===== src/rtl/spi_cmd_gate_pkg.sv =====
package spi_cmd_gate_pkg;

    localparam logic [7:0] OP_WRSR = 8'h01;
    localparam logic [7:0] OP_PROG = 8'h02;
    localparam logic [7:0] OP_READ = 8'h03;
    localparam logic [7:0] OP_WRDI = 8'h04;
    localparam logic [7:0] OP_RDSR = 8'h05;
    localparam logic [7:0] OP_WREN = 8'h06;
    localparam logic [7:0] OP_SECT = 8'h20;
    localparam logic [7:0] OP_EWSR = 8'h50;
    localparam logic [7:0] OP_BLKA = 8'h52;
    localparam logic [7:0] OP_CHPA = 8'h60;
    localparam logic [7:0] OP_AAIW = 8'hAD;
    localparam logic [7:0] OP_CHPB = 8'hC7;
    localparam logic [7:0] OP_BLKB = 8'hD8;

    localparam int SB_BUSY = 0;
    localparam int SB_WEL  = 1;
    localparam int SB_AAI  = 6;

    typedef enum logic [1:0] {
        RES_OK    = 2'd0,
        RES_ERR   = 2'd1,
        RES_BADOP = 2'd2
    } res_e;

endpackage


===== src/rtl/spi_cmd_gate_oplist.sv =====
module spi_cmd_gate_oplist #(
    parameter int N = 8,
    localparam int IW = (N > 1) ? $clog2(N) : 1
) (
    input  logic          clk,
    input  logic          rst_n,
    input  logic          wr_en,
    input  logic [IW-1:0] wr_idx,
    input  logic [7:0]    wr_op,
    input  logic          wr_live,
    input  logic [7:0]    probe,
    output logic          hit
);

    logic [7:0] op_d [N];
    logic [7:0] op_q [N];
    logic [N-1:0] live_d, live_q;
    logic [N-1:0] match;

    always_comb begin
        live_d = live_q;
        for (int i = 0; i < N; i++) begin
            op_d[i] = op_q[i];
            if (wr_en && (32'(wr_idx) == i)) begin
                op_d[i]   = wr_op;
                live_d[i] = wr_live;
            end
        end
    end

    generate
        for (genvar g = 0; g < N; g++) begin : g_entry
            always_ff @(posedge clk or negedge rst_n) begin
                if (!rst_n) begin
                    op_q[g]   <= 8'h00;
                    live_q[g] <= 1'b0;
                end else begin
                    op_q[g]   <= op_d[g];
                    live_q[g] <= live_d[g];
                end
            end
            assign match[g] = live_q[g] && (op_q[g] == probe);
        end
    endgenerate

    assign hit = |match;

endmodule


===== src/rtl/spi_cmd_gate_erase.sv =====
module spi_cmd_gate_erase
    import spi_cmd_gate_pkg::*;
#(
    parameter int AW      = 12,
    parameter int SECT_LG = 8,
    parameter int BLKA_LG = 9,
    parameter int BLKB_LG = 10,
    parameter bit SECT_ON = 1'b1,
    parameter bit BLKA_ON = 1'b1,
    parameter bit BLKB_ON = 1'b1,
    parameter bit CHPA_ON = 1'b1,
    parameter bit CHPB_ON = 1'b1
) (
    input  logic [7:0]    op,
    input  logic [AW-1:0] addr,
    output logic          is_erase,
    output logic          live,
    output logic          whole,
    output logic [AW-1:0] base,
    output logic [AW:0]   len
);

    localparam logic [AW:0] SECT_LEN = (AW+1)'(1) << SECT_LG;
    localparam logic [AW:0] BLKA_LEN = (AW+1)'(1) << BLKA_LG;
    localparam logic [AW:0] BLKB_LEN = (AW+1)'(1) << BLKB_LG;
    localparam logic [AW:0] FULL_LEN = (AW+1)'(1) << AW;

    logic [AW:0] len_m1;

    always_comb begin
        is_erase = 1'b0;
        live     = 1'b0;
        whole    = 1'b0;
        len      = '0;
        case (op)
            OP_SECT: begin is_erase = 1'b1; live = SECT_ON; len = SECT_LEN; end
            OP_BLKA: begin is_erase = 1'b1; live = BLKA_ON; len = BLKA_LEN; end
            OP_BLKB: begin is_erase = 1'b1; live = BLKB_ON; len = BLKB_LEN; end
            OP_CHPA: begin is_erase = 1'b1; live = CHPA_ON; len = FULL_LEN; whole = 1'b1; end
            OP_CHPB: begin is_erase = 1'b1; live = CHPB_ON; len = FULL_LEN; whole = 1'b1; end
            default: ;
        endcase
        len_m1 = len - (AW+1)'(1);
        base   = addr & ~len_m1[AW-1:0];
    end

endmodule


===== src/rtl/spi_cmd_gate.sv =====
module spi_cmd_gate
    import spi_cmd_gate_pkg::*;
#(
    parameter int AW       = 12,
    parameter int CW       = 10,
    parameter int LIST_N   = 8,
    parameter int MAX_PROG = 16,
    parameter int SECT_LG  = 8,
    parameter int BLKA_LG  = 9,
    parameter int BLKB_LG  = 10,
    parameter bit SECT_ON  = 1'b1,
    parameter bit BLKA_ON  = 1'b1,
    parameter bit BLKB_ON  = 1'b1,
    parameter bit CHPA_ON  = 1'b1,
    parameter bit CHPB_ON  = 1'b1,
    parameter bit AAI_ON   = 1'b1,
    parameter logic [7:0] INIT_STAT = 8'h00,
    localparam int LIST_IW = (LIST_N > 1) ? $clog2(LIST_N) : 1
) (
    input  logic               clk,
    input  logic               rst_n,
    input  logic               txn_valid,
    input  logic [7:0]         txn_op,
    input  logic [CW-1:0]      txn_wcnt,
    input  logic [CW-1:0]      txn_rcnt,
    input  logic [39:0]        txn_arg,
    input  logic               cfg_we,
    input  logic               cfg_sel,
    input  logic [LIST_IW-1:0] cfg_idx,
    input  logic [7:0]         cfg_op,
    input  logic               cfg_live,
    output logic               res_valid,
    output logic [1:0]         res_code,
    output logic               res_locked,
    output logic [7:0]         status_o,
    output logic               mem_wr_en,
    output logic               mem_rd_en,
    output logic               mem_erase_en,
    output logic [AW-1:0]      mem_addr,
    output logic [AW:0]        mem_len
);

    typedef struct packed {
        logic [7:0]    stat;
        logic [AW-1:0] aai_ptr;
        logic          rv;
        res_e          code;
        logic          locked;
        logic          wr;
        logic          rd;
        logic          er;
        logic [AW-1:0] addr;
        logic [AW:0]   len;
    } st_t;

    localparam logic [7:0] BUSY_MASK = 8'h01 << SB_BUSY;

    st_t st_d, st_q;

    logic refuse_hit, ignore_hit;
    logic er_is, er_live, er_whole;
    logic [AW-1:0] er_base;
    logic [AW:0]   er_len;
    logic [AW-1:0] addr_w;
    logic [CW-1:0] prog_n;

    spi_cmd_gate_oplist #(.N(LIST_N)) u_refuse (
        .clk(clk), .rst_n(rst_n),
        .wr_en(cfg_we && !cfg_sel), .wr_idx(cfg_idx), .wr_op(cfg_op),
        .wr_live(cfg_live), .probe(txn_op), .hit(refuse_hit)
    );

    spi_cmd_gate_oplist #(.N(LIST_N)) u_ignore (
        .clk(clk), .rst_n(rst_n),
        .wr_en(cfg_we && cfg_sel), .wr_idx(cfg_idx), .wr_op(cfg_op),
        .wr_live(cfg_live), .probe(txn_op), .hit(ignore_hit)
    );

    assign addr_w = txn_arg[16 +: AW];
    assign prog_n = txn_wcnt - CW'(4);

    spi_cmd_gate_erase #(
        .AW(AW), .SECT_LG(SECT_LG), .BLKA_LG(BLKA_LG), .BLKB_LG(BLKB_LG),
        .SECT_ON(SECT_ON), .BLKA_ON(BLKA_ON), .BLKB_ON(BLKB_ON),
        .CHPA_ON(CHPA_ON), .CHPB_ON(CHPB_ON)
    ) u_erase (
        .op(txn_op), .addr(addr_w), .is_erase(er_is), .live(er_live),
        .whole(er_whole), .base(er_base), .len(er_len)
    );

    always_comb begin
        logic clr_wel;
        st_d        = st_q;
        st_d.rv     = 1'b0;
        st_d.code   = RES_OK;
        st_d.locked = 1'b0;
        st_d.wr     = 1'b0;
        st_d.rd     = 1'b0;
        st_d.er     = 1'b0;
        st_d.addr   = '0;
        st_d.len    = '0;
        clr_wel     = 1'b0;

        if (txn_valid) begin
            st_d.rv = 1'b1;
            if (txn_wcnt == '0) begin
                st_d.code = RES_ERR;
            end else if (refuse_hit) begin
                st_d.code = RES_BADOP;
            end else if (ignore_hit) begin
                st_d.code = RES_OK;
            end else if (AAI_ON && st_q.stat[SB_AAI] &&
                         !(txn_op inside {OP_AAIW, OP_WRDI, OP_RDSR})) begin
                st_d.locked = 1'b1;
            end else begin
                clr_wel = !(txn_op == OP_WREN || txn_op == OP_EWSR);
                if (er_is) begin
                    if (er_live) begin
                        if ((txn_wcnt != (er_whole ? CW'(1) : CW'(4))) || (txn_rcnt != '0)) begin
                            st_d.code = RES_ERR;
                        end else begin
                            st_d.er   = 1'b1;
                            st_d.addr = er_base;
                            st_d.len  = er_len;
                        end
                    end
                end else begin
                    case (txn_op)
                        OP_WREN, OP_EWSR: st_d.stat[SB_WEL] = 1'b1;
                        OP_WRSR: begin
                            if (st_q.stat[SB_WEL]) begin
                                st_d.stat = txn_arg[39:32] & ~BUSY_MASK;
                            end
                        end
                        OP_READ: begin
                            if (txn_wcnt < CW'(4)) begin
                                st_d.code = RES_ERR;
                            end else begin
                                st_d.rd   = 1'b1;
                                st_d.addr = addr_w;
                            end
                        end
                        OP_PROG: begin
                            if ((txn_wcnt < CW'(5)) || (prog_n > CW'(MAX_PROG))) begin
                                st_d.code = RES_ERR;
                            end else begin
                                st_d.wr   = 1'b1;
                                st_d.addr = addr_w;
                                st_d.len  = (AW+1)'(prog_n);
                            end
                        end
                        OP_AAIW: begin
                            if (AAI_ON) begin
                                if (!st_q.stat[SB_AAI]) begin
                                    if (txn_wcnt != CW'(6)) begin
                                        st_d.code = RES_ERR;
                                    end else begin
                                        st_d.stat[SB_AAI] = 1'b1;
                                        st_d.wr      = 1'b1;
                                        st_d.addr    = addr_w;
                                        st_d.len     = (AW+1)'(2);
                                        st_d.aai_ptr = addr_w + AW'(2);
                                    end
                                end else begin
                                    if (txn_wcnt != CW'(3)) begin
                                        st_d.code = RES_ERR;
                                    end else begin
                                        st_d.wr      = 1'b1;
                                        st_d.addr    = st_q.aai_ptr;
                                        st_d.len     = (AW+1)'(2);
                                        st_d.aai_ptr = st_q.aai_ptr + AW'(2);
                                    end
                                end
                            end
                        end
                        OP_WRDI: begin
                            if (AAI_ON) st_d.stat[SB_AAI] = 1'b0;
                        end
                        default: ;
                    endcase
                end
            end
            if (clr_wel && (st_d.code != RES_ERR)) st_d.stat[SB_WEL] = 1'b0;
        end
    end

    always_ff @(posedge clk or negedge rst_n) begin
        if (!rst_n) begin
            st_q         <= '0;
            st_q.stat    <= INIT_STAT & ~BUSY_MASK;
        end else begin
            st_q <= st_d;
        end
    end

    assign res_valid    = st_q.rv;
    assign res_code     = st_q.code;
    assign res_locked   = st_q.locked;
    assign status_o     = st_q.stat;
    assign mem_wr_en    = st_q.wr;
    assign mem_rd_en    = st_q.rd;
    assign mem_erase_en = st_q.er;
    assign mem_addr     = st_q.addr;
    assign mem_len      = st_q.len;

endmodule


===== config.mk =====
export PLATFORM = sky130hd
export DESIGN_NAME = spi_cmd_gate
export DESIGN_NICKNAME = d
export VERILOG_FILES = /design/src/rtl/spi_cmd_gate_pkg.sv /design/src/rtl/spi_cmd_gate_oplist.sv /design/src/rtl/spi_cmd_gate_erase.sv /design/src/rtl/spi_cmd_gate.sv
export SDC_FILE = /design/constraint.sdc
export NUM_CORES = 1
export LEC_CHECK = 0
export BUFFER_PORTS_ARGS = -buffer_cell sky130_fd_sc_hd__buf_2
export CORE_UTILIZATION = 40
export DETAILED_ROUTE_END_ITERATION = 10
export SYNTH_ARGS = -nofsm -noshare
export SYNTH_HDL_FRONTEND = slang
export SYNTH_SLANG_ARGS = --single-unit
export TNS_END_PERCENT = 10

===== constraint.sdc =====
create_clock -name clk -period 7.1 [get_ports clk]
set_clock_uncertainty 0.15 [all_clocks]
set_input_delay 1.775 -clock clk [delete_from_list [all_inputs] [get_ports clk]]
set_output_delay 1.775 -clock clk [all_outputs]
set_load 0.01 [all_outputs]

==> metrics.yaml <==
critical_path:
  path_class: "primary input to flip-flop"
  critPathRequiredTime_ps: 7330
  cp-start-kind: "primary input"
  critPathMaxStageDelay_ps: 720
  path_cells: "buf_2 -> nor3_1 -> nand3_1 -> or4b_2 -> ha_1 -> and3_1 -> nor3_1 -> nand3_1 -> o22ai_1 -> a22o_1"
  cp_max_fo: 21
  critPathCaptureType: "flip-flop"
  cp.arrival_ps: 5110
  cp_slowest_cell: "or4b_2"
timing:
  rsz0062_at_grt: "false"
  worst_pin_slew_ps: 853
  relSlewSlack: 0.431
  slew_violations: 0
  finalSetupTns_ps: 0
  finalSetupViolCount: 0
  hold_viol: 0
  hold_slack_ps: 338
  max_freq_mhz: 205
  period_minus_slack_ps: 4890
  fin_crit_sh: 0.688
place:
  placed_area_sq_mm: 0.0107
  hpwl_um: 14100
  portBuffers: 100
  finalWeightedCongestion: 0.811
logic_synthesis:
  yosysSeqAreaShare: 0.471
  ys_seq_elements: 194
  syn-instance-count: 882
  synth_top_area_cell: "dfrtp_1"
  synth_commonest_cells: "dfrtp_1 (194), mux2_2 (147), xor2_1 (87)"
  yosys-top-cells-area: "dfrtp_1 (47%), mux2_2 (16%), xor2_1 (7.4%)"
  synth_most_common_cell: "dfrtp_1"
  ys.flop_type: "dfrtp_1"
  async_flop_share: 1.00
  synth_cell_type_count: 66
  netlist_area_sq_mm: 0.0103
  syn_avg_cell_area_sq_um: 11.7
  synth_edf_count: 0
  yosys_warnings: 0
  synth_top_area_share: 0.471
pwr:
  internal_power_mw: 2.09
  ir_drop_mv: 0.163
  clkPwrFrac: 0.338
  switching_share: 0.283
  p_leak_nw: 4.96
  p_switching_mw: 0.827
  combPwrFrac: 0.176
  p_per_area_mw_per_mm2: 258
  seq_power_share: 0.487
  totalPowerFinal_mw: 2.92
global_route:
  antenna_found_initial: 0
  grt_use_met1: 0.245
  met2_usage: 0.294
  grt_pass1_vias: 6596
  grt_pass1_wl_um: 36500
  track_usage: 0.181
  grt-busiest-layer: "met2"
  grt.overflow.total: 0
  grt_start_max_net_pins: 99
  grtUsageMet3: 0.0313
cts:
  cts_setup_buffers: 0
  tritoncts: "built"
  root_buffer: "clkbuf_16"
  cts_resized: 0
  path_clk_slew_ps: 80
  cts_num_sinks: 194
  cts_buffer_depth: 2
  cts_made_buffers: 17
  clk_latency_ps: 440
  postCtsHoldBufs: 0
  htree_levels: 4
layout:
  synthToLayoutAreaGrowth_pct: 9.50
  utilization: 0.447
  layout.nets: 1012
  layout-drive-gt1-share: 0.322
  diodes: 0
  finalInstanceArea_sq_mm: 0.0113
outcome:
  status: "finished, final reports clean"
floorplan:
  core_sq_mm: 0.0253
  rows: 58
  die_y_um: 163
  die-area_sq_mm: 0.0264
  ios: 125
  start_util: 0.408
  die_w_um: 163
flow_run:
  drv_cap: 0
routing:
  dr.pass1.iters: 5
  drcViolationCount: 0
  wl_per_cell_um: 18.0
  viasPerCell: 5.27
  drt-initial-drc-count: 399
  totalWireLength_um: 22800
  ant_nets: 0
  via_count: 6666
worst_hold_path:
  hold_class: "flip-flop to flip-flop"
## critical path, delay by kind of cell
kind | cells | cell delay (ps)
AND/OR/NAND/NOR | 6 | 2250
adder cells (fa/ha/maj) | 1 | 250
AO/OA/AOI/OAI | 2 | 470
buffers and inverters | 1 | 350
## per-layer routing
layer / wire length (um) / part of all wire
met1: 11000 / 0.49
met2: 10500 / 0.46
met3: 911 / 0.040
met4: 323 / 0.014
met5: 0 / 0
## final cells by class
| class | instances | area (sq um) |
|---|---|---|
| multi-input combinational | 595 | 4840 |
| timing repair buffer | 103 | 532 |
| clock inverter | 15 | 191 |
| inverter | 11 | 41.3 |
| sequential | 194 | 4850 |
| fill | 2418 | 14000 |
| tap | 330 | 413 |
| clock buffer | 17 | 425 |
## registers in the layout (all words and copies together) (netlist names), 7 cells and up, named ones only
signal and cells:
mem_addr 12, mem_len 12, st_q 11, status_o 7, u_ignore.live_q 8, u_ignore.op_q 64, u_refuse.live_q 8, u_refuse.op_q 64
## stage by stage
stage,setup slack (ps),std cells
global placement,1780,1233
CTS,2230,1265
detailed placement,1780,1233
finish,2210,1265
global route,2080,1265
floorplan,2640,886
## cells in the final DEF, fill, tap and decap left out, drive strengths merged, types with 25 or more instances in the layout
| cell | n |
|---|---|
| buf | 102 |
| dfrtp | 194 |
| nor3 | 25 |
| xor2 | 87 |
| mux2 | 152 |
| nand2 | 44 |
| xnor2 | 53 |
| nor2 | 32 |
| nand3 | 36 |
## cell families after synthesis
family	Yosys count	synth area share
AO/OA/AOI/OAI	74	0.0531
XOR/XNOR	140	0.119
adder cells (fa/ha/maj)	5	0.00606
buffers and inverters	97	0.0619
flip-flops	194	0.471
multiplexers	156	0.172
other	1	0.000364
AND/OR/NAND/NOR	215	0.118
## final timing paths
path | slack (ps) | cells past startpoint | to | start
worst max-delay path | 2210 | 10 | mem_addr[9]$_DFF_PN0_ | txn_op[3]
worst min-delay path | 340 | 2 | st_q[33]$_DFFE_PN0P_ | st_q[33]$_DFFE_PN0P_
worst max register to register | 3950 | 9 | st_q[37]$_DFFE_PN0P_ | u_ignore.op_q[42]$_DFFE_PN0P_
worst min register to register | 340 | 2 | st_q[33]$_DFFE_PN0P_ | st_q[33]$_DFFE_PN0P_
max in group asynchronous | 4280 | 2 | u_ignore.op_q[12]$_DFFE_PN0P_ | rst_n
min in group asynchronous | 1250 | 1 | mem_len[6]$_DFF_PN0_ | rst_n
## power groups by stage
stage	Sequential, mW	Combinational (mW)	Clock [mW]
3_5_place_dp	1.44	0.516	0
3_3_place_gp	1.43	0.506	0
2_1_floorplan	1.42	0.413	0
6_report	1.42	0.513	0.985
5_1_grt	1.45	0.571	1.06
4_1_cts	1.42	0.519	1.01
(Power assumes the default switching activity.)
